## src/rtl/seqmask_pkg.sv

```systemverilog
package seqmask_pkg;

    localparam int SM_ADDR_W  = 32;
    localparam int SM_DATA_W  = 8;
    localparam int SM_ENTRIES = 16;
    localparam int SM_MASKS   = 8;

    typedef enum logic [1:0] {
        ST_IDLE,
        ST_LOAD,
        ST_SEARCH,
        ST_READ
    } seq_state_e;

    typedef struct packed {
        logic hit;
        logic dflt;
    } res_flags_t;

endpackage

```

## src/rtl/seqmask_entry_store.sv

```systemverilog
module seqmask_entry_store #(
    parameter int ADDR_W  = seqmask_pkg::SM_ADDR_W,
    parameter int DATA_W  = seqmask_pkg::SM_DATA_W,
    parameter int ENTRIES = seqmask_pkg::SM_ENTRIES,
    localparam int IDX_W  = $clog2(ENTRIES)
) (
    input  logic               clk,
    input  logic               rst,
    input  logic               busy,
    input  logic               ins_valid,
    input  logic [ADDR_W-1:0]  ins_addr,
    input  logic [DATA_W-1:0]  ins_data,
    input  logic               del_valid,
    input  logic [ADDR_W-1:0]  del_addr,
    input  logic [ADDR_W-1:0]  key,
    input  logic [ADDR_W-1:0]  mask,
    input  logic [IDX_W-1:0]   rd_idx,
    output logic [ENTRIES-1:0] match,
    output logic [DATA_W-1:0]  rd_data,
    output logic               ins_err
);

    logic [ENTRIES-1:0]             vld_q;
    logic [ENTRIES-1:0][ADDR_W-1:0] addr_q;
    logic [ENTRIES-1:0][DATA_W-1:0] data_q;
    logic [IDX_W-1:0]               free_slot;
    logic                           full;
    logic                           do_ins;

    assign full   = &vld_q;
    assign do_ins = ins_valid && !busy && !full;

    always_comb begin
        free_slot = '0;
        for (int i = ENTRIES - 1; i >= 0; i--) begin
            if (!vld_q[i]) free_slot = IDX_W'(i);
        end
    end

    always_ff @(posedge clk) begin
        if (rst) begin
            vld_q   <= '0;
            ins_err <= 1'b0;
        end else begin
            ins_err <= ins_valid && !busy && full;
            if (!busy && del_valid) begin
                for (int i = 0; i < ENTRIES; i++) begin
                    if (vld_q[i] && addr_q[i] == del_addr) vld_q[i] <= 1'b0;
                end
            end
            if (do_ins) vld_q[free_slot] <= 1'b1;
        end
    end

    always_ff @(posedge clk) begin
        if (do_ins) begin
            addr_q[free_slot] <= ins_addr;
            data_q[free_slot] <= ins_data;
        end
    end

    generate
        for (genvar g = 0; g < ENTRIES; g++) begin : g_cmp
            assign match[g] = vld_q[g] && ((key & mask) == addr_q[g]);
        end
    endgenerate

    assign rd_data = data_q[rd_idx];

    AST_EDIT_LOCKOUT: assert property (@(posedge clk) disable iff (rst)
        busy |=> $stable(vld_q)) else $error("table changed while busy");

    AST_FULL_REFUSE: assert property (@(posedge clk) disable iff (rst)
        (ins_valid && !busy && full) |=> (ins_err && $stable(vld_q)))
        else $error("full insert not refused");

endmodule

```

## src/rtl/seqmask_mask_bank.sv

```systemverilog
module seqmask_mask_bank #(
    parameter int ADDR_W = seqmask_pkg::SM_ADDR_W,
    parameter int MASKS  = seqmask_pkg::SM_MASKS,
    localparam int MIDX_W = $clog2(MASKS),
    localparam int CNT_W  = $clog2(MASKS + 1)
) (
    input  logic              clk,
    input  logic              rst,
    input  logic              cfg_we,
    input  logic [MIDX_W-1:0] cfg_idx,
    input  logic [ADDR_W-1:0] cfg_mask,
    input  logic [CNT_W-1:0]  sel,
    output logic [CNT_W-1:0]  list_len,
    output logic [ADDR_W-1:0] sel_mask
);

    logic [MASKS-1:0][ADDR_W-1:0] mask_q;
    logic [CNT_W-1:0]             len_q;

    always_ff @(posedge clk) begin
        if (rst) begin
            len_q <= '0;
        end else if (cfg_we) begin
            len_q <= CNT_W'(cfg_idx) + CNT_W'(1);
        end
    end

    always_ff @(posedge clk) begin
        if (cfg_we) mask_q[cfg_idx] <= cfg_mask;
    end

    assign list_len = len_q;
    assign sel_mask = (sel < len_q) ? mask_q[sel[MIDX_W-1:0]] : '0;

endmodule

```

## src/rtl/seqmask_seq.sv

```systemverilog
module seqmask_seq #(
    parameter int ADDR_W  = seqmask_pkg::SM_ADDR_W,
    parameter int DATA_W  = seqmask_pkg::SM_DATA_W,
    parameter int ENTRIES = seqmask_pkg::SM_ENTRIES,
    parameter int MASKS   = seqmask_pkg::SM_MASKS,
    localparam int IDX_W  = $clog2(ENTRIES),
    localparam int CNT_W  = $clog2(MASKS + 1)
) (
    input  logic               clk,
    input  logic               rst,
    input  logic               req_valid,
    input  logic [ADDR_W-1:0]  req_addr,
    input  logic [CNT_W-1:0]   list_len,
    input  logic [ADDR_W-1:0]  sel_mask,
    input  logic [ENTRIES-1:0] match,
    input  logic [DATA_W-1:0]  rd_data,
    output logic [CNT_W-1:0]   step_q,
    output logic [ADDR_W-1:0]  key_q,
    output logic [ADDR_W-1:0]  mask_q,
    output logic [IDX_W-1:0]   win_q,
    output logic               busy,
    output logic               res_valid,
    output logic [DATA_W-1:0]  res_data,
    output logic               res_hit,
    output logic               res_dflt
);
    import seqmask_pkg::*;

    seq_state_e       state_q;
    res_flags_t       flags_q;
    res_flags_t       out_q;
    logic [IDX_W-1:0] win_c;
    logic             any_c;
    logic             last_step;

    assign last_step = (step_q == list_len);
    assign any_c     = |match;
    assign busy      = (state_q != ST_IDLE);

    always_comb begin
        win_c = '0;
        for (int i = ENTRIES - 1; i >= 0; i--) begin
            if (match[i]) win_c = IDX_W'(i);
        end
    end

    always_ff @(posedge clk) begin
        if (rst) begin
            state_q   <= ST_IDLE;
            step_q    <= '0;
            res_valid <= 1'b0;
            out_q     <= '0;
            res_data  <= '0;
            flags_q   <= '0;
        end else begin
            res_valid <= 1'b0;
            unique case (state_q)
                ST_IDLE: if (req_valid) begin
                    key_q   <= req_addr;
                    step_q  <= '0;
                    state_q <= ST_LOAD;
                end
                ST_LOAD: begin
                    mask_q  <= sel_mask;
                    state_q <= ST_SEARCH;
                end
                ST_SEARCH: begin
                    if (any_c || last_step) begin
                        flags_q <= '{hit: any_c, dflt: last_step};
                        win_q   <= win_c;
                        state_q <= ST_READ;
                    end else begin
                        step_q  <= step_q + CNT_W'(1);
                        state_q <= ST_LOAD;
                    end
                end
                ST_READ: begin
                    res_valid <= 1'b1;
                    out_q     <= flags_q;
                    res_data  <= flags_q.hit ? rd_data : '0;
                    state_q   <= ST_IDLE;
                end
                default: state_q <= ST_IDLE;
            endcase
        end
    end

    assign res_hit  = out_q.hit;
    assign res_dflt = out_q.dflt;

    AST_ACCEPT_BUSY: assert property (@(posedge clk) disable iff (rst)
        (req_valid && !busy) |=> busy) else $error("request not taken");

    AST_RESULT_ENDS_BUSY: assert property (@(posedge clk) disable iff (rst)
        $fell(busy) |-> res_valid) else $error("busy dropped without result");

    AST_RESULT_PULSE: assert property (@(posedge clk) disable iff (rst)
        res_valid |=> !res_valid) else $error("result strobe too long");

    AST_MISS_IS_DFLT: assert property (@(posedge clk) disable iff (rst)
        (res_valid && !res_hit) |-> (res_dflt && res_data == '0))
        else $error("miss without default flag");

endmodule

```

## src/rtl/seqmask_lookup.sv

```systemverilog
module seqmask_lookup #(
    parameter int ADDR_W  = seqmask_pkg::SM_ADDR_W,
    parameter int DATA_W  = seqmask_pkg::SM_DATA_W,
    parameter int ENTRIES = seqmask_pkg::SM_ENTRIES,
    parameter int MASKS   = seqmask_pkg::SM_MASKS,
    localparam int IDX_W  = $clog2(ENTRIES),
    localparam int MIDX_W = $clog2(MASKS),
    localparam int CNT_W  = $clog2(MASKS + 1)
) (
    input  logic              clk,
    input  logic              rst,
    input  logic              ins_valid,
    input  logic [ADDR_W-1:0] ins_addr,
    input  logic [DATA_W-1:0] ins_data,
    input  logic              del_valid,
    input  logic [ADDR_W-1:0] del_addr,
    output logic              ins_err,
    input  logic              cfg_we,
    input  logic [MIDX_W-1:0] cfg_idx,
    input  logic [ADDR_W-1:0] cfg_mask,
    input  logic              req_valid,
    input  logic [ADDR_W-1:0] req_addr,
    output logic              busy,
    output logic              res_valid,
    output logic [DATA_W-1:0] res_data,
    output logic              res_hit,
    output logic              res_dflt
);

    logic [CNT_W-1:0]   step;
    logic [CNT_W-1:0]   list_len;
    logic [ADDR_W-1:0]  sel_mask;
    logic [ADDR_W-1:0]  key;
    logic [ADDR_W-1:0]  mask;
    logic [IDX_W-1:0]   win;
    logic [ENTRIES-1:0] match;
    logic [DATA_W-1:0]  rd_data;

    seqmask_entry_store #(
        .ADDR_W(ADDR_W), .DATA_W(DATA_W), .ENTRIES(ENTRIES)
    ) u_store (
        .clk(clk), .rst(rst), .busy(busy),
        .ins_valid(ins_valid), .ins_addr(ins_addr), .ins_data(ins_data),
        .del_valid(del_valid), .del_addr(del_addr),
        .key(key), .mask(mask), .rd_idx(win),
        .match(match), .rd_data(rd_data), .ins_err(ins_err)
    );

    seqmask_mask_bank #(
        .ADDR_W(ADDR_W), .MASKS(MASKS)
    ) u_masks (
        .clk(clk), .rst(rst),
        .cfg_we(cfg_we), .cfg_idx(cfg_idx), .cfg_mask(cfg_mask),
        .sel(step), .list_len(list_len), .sel_mask(sel_mask)
    );

    seqmask_seq #(
        .ADDR_W(ADDR_W), .DATA_W(DATA_W), .ENTRIES(ENTRIES), .MASKS(MASKS)
    ) u_seq (
        .clk(clk), .rst(rst),
        .req_valid(req_valid), .req_addr(req_addr),
        .list_len(list_len), .sel_mask(sel_mask),
        .match(match), .rd_data(rd_data),
        .step_q(step), .key_q(key), .mask_q(mask), .win_q(win),
        .busy(busy), .res_valid(res_valid), .res_data(res_data),
        .res_hit(res_hit), .res_dflt(res_dflt)
    );

endmodule

```

## config.mk

```make
export PLATFORM = sky130hd
export DESIGN_NAME = seqmask_lookup
export DESIGN_NICKNAME = d
export VERILOG_FILES = /design/src/rtl/seqmask_pkg.sv /design/src/rtl/seqmask_entry_store.sv /design/src/rtl/seqmask_mask_bank.sv /design/src/rtl/seqmask_seq.sv /design/src/rtl/seqmask_lookup.sv
export SDC_FILE = /design/constraint.sdc
export NUM_CORES = 2
export LEC_CHECK = 0
export ABC_AREA = 1
export CAP_MARGIN = 20
export CORE_UTILIZATION = 50
export CTS_CLUSTER_SIZE = 8
export DETAILED_ROUTE_END_ITERATION = 10
export PLACE_DENSITY = 0.7
export SYNTH_ARGS = -nofsm -noshare
export SYNTH_HDL_FRONTEND = slang
export SYNTH_SLANG_ARGS = --single-unit
```

## constraint.sdc

```tcl
create_clock -name clk -period 4.68 [get_ports clk]
set_input_delay 0.936 -clock clk [delete_from_list [all_inputs] [get_ports clk]]
set_output_delay 0.936 -clock clk [all_outputs]
set_load 0.005 [all_outputs]
```

# Word level (Yosys, flattened, before mapping)
# Cells that the tools add are included.
# Widths: inputs -> output; s select.
# totals
mem_bits_ro	0
mem_bits_rw	0
ff_bits	1004
word_cells	234
latchBits	0
output_inout_bits	13
mem_count	0
# classes
muxes	73
mul	0
bitwise	3
reduce_logical	54
n_eq_ne	38
n_div	0
add_sub_neg	2
shifts	0
order_cmp	7
# op_table
operator	count
$eq 32x32->1	32
$bwmux 512	1
$bwmux 256	1
$bwmux 128	1
$demux 32 s4	1
$mux 4	26
$bmux 32 s3	1
$demux 32 s3	1
$mux 32	3
$mux 16	3
$logic_and 1x1->1	38
$and 32x32->32	1
$bmux 8 s4	1
$demux 8 s4	1
$mux 8	3
$mux 1	19
$or 16x16->16	1
$reduce_and 16->1	1
$reduce_or 16->1	1
$mux 3	4
$lt 4x5->1 const B	2
$reduce_and 3->1	3
$lt 3x4->1 const B	2
$mux 2	4
other kinds (21)	26

# Longest topological paths before layout
# logic_depth
word_depth	22
ltp_mapped	24
ltp_nobuf	23

# By module
# Synthesis repeated with hierarchy kept, for this count alone.
# unflattened
hier_cells	4518
hier_area_um2	48412.7
# by_module_without_submodules
module	area_each_um2	cells_each	n_inst
seqmask_entry_store	34388.0	3273	1
seqmask_mask_bank	10956.8	1024	1
seqmask_seq	3067.9	221	1

# Worst setup path after synthesis
# No wires, ideal clock.
# synth_timing
kind	input to register
from	input ins_valid
to	register u_store.addr_q[384] (netlist bit), enable pin
setup_slack_ps	85
arrival_ps	4106
setup_time_ps	489
required_time_ps	4191
path_buffers	0
stages	4
cell_sequence	nand2_1 > inv_1 > nand3_1 > nor3_1
# synth_between
elab_chain_cells	2
# synth_lines
element	line	source
from (decl)	seqmask_lookup.sv:12	input logic ins_valid,
$logic_and 1x1->1 (2 in series)	seqmask_entry_store.sv:31	assign do_ins = ins_valid && !busy && !full;
to (signal, indexed assignment)	seqmask_entry_store.sv:57	addr_q[free_slot] <= ins_addr;
to (decl)	seqmask_entry_store.sv:24	logic [ENTRIES-1:0][ADDR_W-1:0] addr_q;
# No other way between the ends.
# A chain may end at the register's enable or synchronous reset.

# Worst setup path after layout
# layout_timing
from	register u_seq.key_q[24]
to	register u_seq.win_q[3], enable pin
# layout_between
elab_chain_cells	6
# layout_lines
element	line	source
from (decl)	seqmask_seq.sv:18	output logic [ADDR_W-1:0] key_q,
from (signal assigned)	seqmask_seq.sv:59	key_q <= req_addr;
$and 32x32->32 (*)	seqmask_entry_store.sv:64	assign match[g] = vld_q[g] && ((key & mask) == addr_q[g]);
$eq 32x32->1	seqmask_entry_store.sv:64	
$logic_and 1x1->1	seqmask_entry_store.sv:64	
$reduce_or 16->1 (*)	seqmask_seq.sv:37	assign any_c = |match;
$logic_or 1x1->1 (*)	seqmask_seq.sv:68	if (any_c || last_step) begin
$reduce_and 3->1 (no line) (*)	-	
to (signal assigned)	seqmask_seq.sv:70	win_q <= win_c;
to (decl)	seqmask_seq.sv:20	output logic [IDX_W-1:0] win_q,
# Every way passes the cells marked *; elsewhere a longest branch is shown, timed or not.

==> impl.org <==
** Final layout
- The net count of the finished layout is 4,809.
- Final-layout fill cell count :: 7,896
- From synthesis to final layout, the design area changed by 16.4%.
- Area of combinational cells with multiple inputs :: 16,300 sq um
- Register area :: 29,800 sq um
- The post-route netlist has 10.1% of its cells at a drive strength greater than 1.

** STA
- For the final database, setup skew stands at 0.0521 ns.
- Setup repair after global routing missed its margin :: false
- At the pin with the least slew margin, the transition time is 1.32 ns.
- After layout, the minimum clock period comes to 3.88 ns.
- The max-slew violation count is 0.
- Setup violations remaining at the end of the flow were counted as 0.
- Peak clock frequency supported by timing :: 258 MHz
- Hold slack final :: 0.466 ns
- Final-layout setup total negative slack :: 0 ns
- Slew margin rel. :: 11.4%
- Count of final hold-check violations :: 0
- The final critical path takes up 83.0% of the cycle.

** Global routing
- The number of antenna violations at the first check in global routing is 17.
- After global routing the overflow that remains totals 0.
- Via count of the first global-routing pass :: 37,000
- Entering global routing, the biggest net connects 93 pins.
- The first global-routing pass estimated 304,000 um of wire.
- For this run, the total global-route usage over all layers was measured as 46.5%.

** Logic synthesis
- For this run, asynchronously set or reset flops after synthesis account for 0%.
- Synthesis inferred 1,004 register bits.
- Synthesized-area fraction occupied by and/or/nand/nor cells :: 14.6%
- Largest area contributor in the synthesized netlist :: edfxtp_1
- Count of synthesis-stage warnings from yosys :: 0
- Syn Nets :: 4,526
- By area, the combinational part of the netlist is dominated by simple AND/OR/NAND/NOR gates.
- Cell Area, Synth :: 48,100 sq um
- Mapped Avg Cell Area :: 11.0 sq um
- Commonest cells in the synthesized netlist :: edfxtp_1 (964), nor2_1 (617), nand2_1 (566), xnor2_1 (338), o21ai_0 (325)
- The netlist uses 61 different library cells.
- Area share of xor/xnor cells in the synthesized design :: 9.98%
- Counting flops with a built-in enable in the synthesized netlist gives 964.
- Most common cell in the synthesized netlist :: edfxtp_1
- Measured against the total synthesized area, the mux share comes to 0%.
- Main area contributors after synthesis :: edfxtp_1 (60%), xnor2_1 (6.2%), nor2_1 (4.8%), nand2_1 (4.4%), xor2_1 (3.8%)
- Of the post-synthesis cell area, the dominant cell type holds 60.2%.
- Synthesized netlist cell count :: 4,375
- The synthesized netlist devotes 8.78% of its cell area to compound gates.
- For this run, the leading register cell type out of synthesis is edfxtp_1.
- Summing the areas of all fa, ha and maj instances in the mapped netlist gives 0.156% of the synthesized area.
- The share of the Yosys chip area taken by registers is 61.9%.

** CTS
- Buffers from clock root to sink, at most :: 3
- H-Tree Depth :: 4
- TritonCTS built the clock tree.
- The cell sitting at the root of the clock tree is a clkbuf_16.
- Worst-skew pair later-pin latency :: 0.80 ns
- Number of clock buffers inserted by TritonCTS :: 144
- Number of setup buffers added after CTS :: 0
- Clock-pin slew on the worst setup and hold paths :: 0.06 ns
- Hold Buf Count CTS :: 0
- Sinks on Clock Net :: 1,004
- Post-cts sizing count :: 0

** Floorplanning
- The die is 312 um tall.
- DIE AREA :: 97,400 sq um
- The floorplan step set the die width to 312 um.
- During I/O placement, the number of pins put on the boundary was 158.
- Number of standard-cell rows in the floorplan :: 113
- The floorplan step defined a core boundary enclosing 95,200 sq um.
- Effective utilization at floorplan :: 50.5%

** Min path
- Counting instances, the worst hold path has a depth of 2.
- The path class of the tightest hold or removal check is reg -> reg.
- Hold wc startpoint :: u_seq.res_data[5]
- Hold Path Sink :: u_seq.res_data[5]

** Worst setup path
- Start-to-end type of the worst setup path :: reg -> reg
- Sort of element at the start of the critical path :: flip-flop
- The endpoint identified for the worst register-to-register timing path is u_seq.win_q[3].
- Worst path required time :: 5.15 ns
- Length in cells of the worst reg-to-reg path :: 14
- Maximum net fanout on the critical path :: 11
- In this run the register-to-register setup slack is 0.80 ns.
- Startpoint of the lowest-slack register-to-register path :: u_seq.key_q[24]
- The worst setup path is captured at a flip-flop.
- Arrival time worst endpoint :: 4.35 ns

** Routing
- DRC violation count after routing :: 0
- Via total after detailed routing :: 39,100
- Average via count per standard cell :: 6.52
- DRT Pass-1 Iters :: 6
- Detailed Route WL :: 228,000 um
- Antenna Violating Nets Remaining :: 0
- Mean routed wirelength per cell :: 38.0 um
- Iteration-0 DRC count of the detailed router :: 6,928

** Placement
- At the end of routability-driven placement, the weighted congestion stood at 1.07.
- Buffers placed on the I/O ports in this run total 157.
- Total half-perimeter wirelength after legalization and detailed placement :: 153,000 um

** Power and ir drop
- Pwr Density :: 391 nW/um^2
- Leakage power :: 19.8 nW
- Peak supply drop :: 518 uV

** Outcome
- Result of the run :: finished, final reports clean

** Flow run
- The tool flagged a number of max-cap violations equal to 0.
-- flip-flops by register name, summed over array words and instances, names as in the netlist --
name and cells:
u_store.addr_q 512, u_masks.mask_q 256, u_store.data_q 128, u_seq.key_q 32
u_seq.mask_q 32, u_store.vld_q 16, u_seq.res_data 8, u_masks.list_len 4
u_seq.step_q 4, u_seq.win_q 4, u_seq.flags_q 2, u_seq.state_q 2
u_seq.res_dflt 1, u_seq.res_hit 1, u_seq.res_valid 1, u_store.ins_err 1
-- worst max path at each step --
| stage | to | start | cells after the start |
|---|---|---|---|
| 2_1_floorplan | u_store.addr_q[384] | ins_valid | 4 |
| 3_3_place_gp | u_store.vld_q[1] | del_addr[0] | 10 |
| 3_5_place_dp | u_store.vld_q[1] | del_addr[0] | 10 |
| 4_1_cts | u_seq.win_q[0] | u_seq.key_q[8] | 15 |
| 5_1_grt | u_seq.win_q[0] | u_seq.key_q[8] | 15 |
| 6_report | u_seq.win_q[3] | u_seq.key_q[24] | 14 |
-- metrics by stage --
stage | std cells | total power, W | instance area [sq um] | utilization [%] | setup slack, ns
final | 5998 | 0.0219 | 56000 | 58.8 | 0.798
after global routing | 5994 | 0.0222 | 56000 | 58.8 | 0.755
after CTS | 5994 | 0.0218 | 56000 | 58.8 | 1.15
after detailed placement | 5777 | 0.0121 | 51700 | 54.4 | 0.448
after global placement | 5773 | 0.0121 | 51600 | 54.3 | 0.459
after floorplan | 4375 | 0.0111 | 48100 | - | 0.0850
-- per-layer routing --
metal	track usage [%]	up-vias	share of wire (%)	wire (um)
met5	0	-	0.014	32
met4	39.1	6	10	23000
met3	11.2	935	12	27800
met2	69.4	3351	43	98900
met1	57.2	18900	34	78400
li1	-	15900	-	-
-- cells by family (layout without fill, tap and decap cells) --
group | Yosys count | in the layout
adders and majority gates | 6 | 6
xor gates and xnor gates | 547 | 547
and+or+nand+nor | 1609 | 1609
AOI/OAI and AO/OA | 718 | 718
DFF | 1004 | 1004
other | 0 | 4
buffers and inverters | 491 | 845
-- area by class of cell --
| cell class | count | area share (%) |
|---|---|---|
| clock buffer | 200 | 6.83 |
| clock inverter | 17 | 0.711 |
| tap | 1265 | 2.83 |
| timing repair buffer | 341 | 5.46 |
| multi-input combinational | 2880 | 29.1 |
| inverter | 287 | 1.93 |
| antenna | 4 | 0.0179 |
| sequential | 1004 | 53.2 |
-- power breakdown --
part           leakage (nW)  internal, W  switching [W]
Clock                  2.01      0.00571        0.00413
Combinational          8.69     0.000513        0.00139
Sequential             9.05       0.0100      0.0000922
-- critical path, stage by stage, from the launching register on --
cell      delay, ns
edfxtp_1       0.41
nand2_2        0.49
buf_4          0.38
xor2_1         0.11
nor3_1         0.68
nand3_1        0.23
nor2_2         0.47
nor2_2         0.11
nand2_2        0.15
nor2_2         0.06
nand2_2        0.11
nand2_4        0.07
nand2_1        0.07
nand2_1        0.08
inv_2          0.14
-- cell usage in the layout, fill, tap and decap left out, types with 7 or more instances in the layout --
cell type | netlist | routed
nand3b_1 | 12 | 12
a21oi_1 | 51 | 51
edfxtp_1 | 964 | 964
clkbuf_1 | 103 | 55
dfxtp_1 | 40 | 38
xnor2_1 | 338 | 338
nor3_1 | 66 | 64
a22o_1 | 25 | 25
nor4_1 | 56 | 56
o21ai_1 | 45 | 45
o2111ai_1 | 9 | 9
clkinv_16 | 0 | 10
nor2_2 | 10 | 9
buf_4 | 19 | 170
nor2_4 | 1 | 17
inv_1 | 275 | 266
nand4_1 | 100 | 100
nand3_1 | 110 | 110
buf_12 | 0 | 10
nand2_1 | 566 | 565
a22oi_1 | 7 | 7
buf_2 | 37 | 18
clkinv_1 | 5 | 9
a31oi_1 | 38 | 38
o22ai_1 | 159 | 159
nand2_2 | 18 | 19
or2_2 | 16 | 16
o221ai_1 | 9 | 9
xor2_1 | 208 | 208
nor2_1 | 617 | 602
inv_2 | 7 | 12
clkdlybuf4s50_1 | 0 | 139
nand2_4 | 13 | 13
clkbuf_16 | 0 | 144
o21ai_0 | 325 | 325
Note: power is estimated with default switching activity, not from simulation.
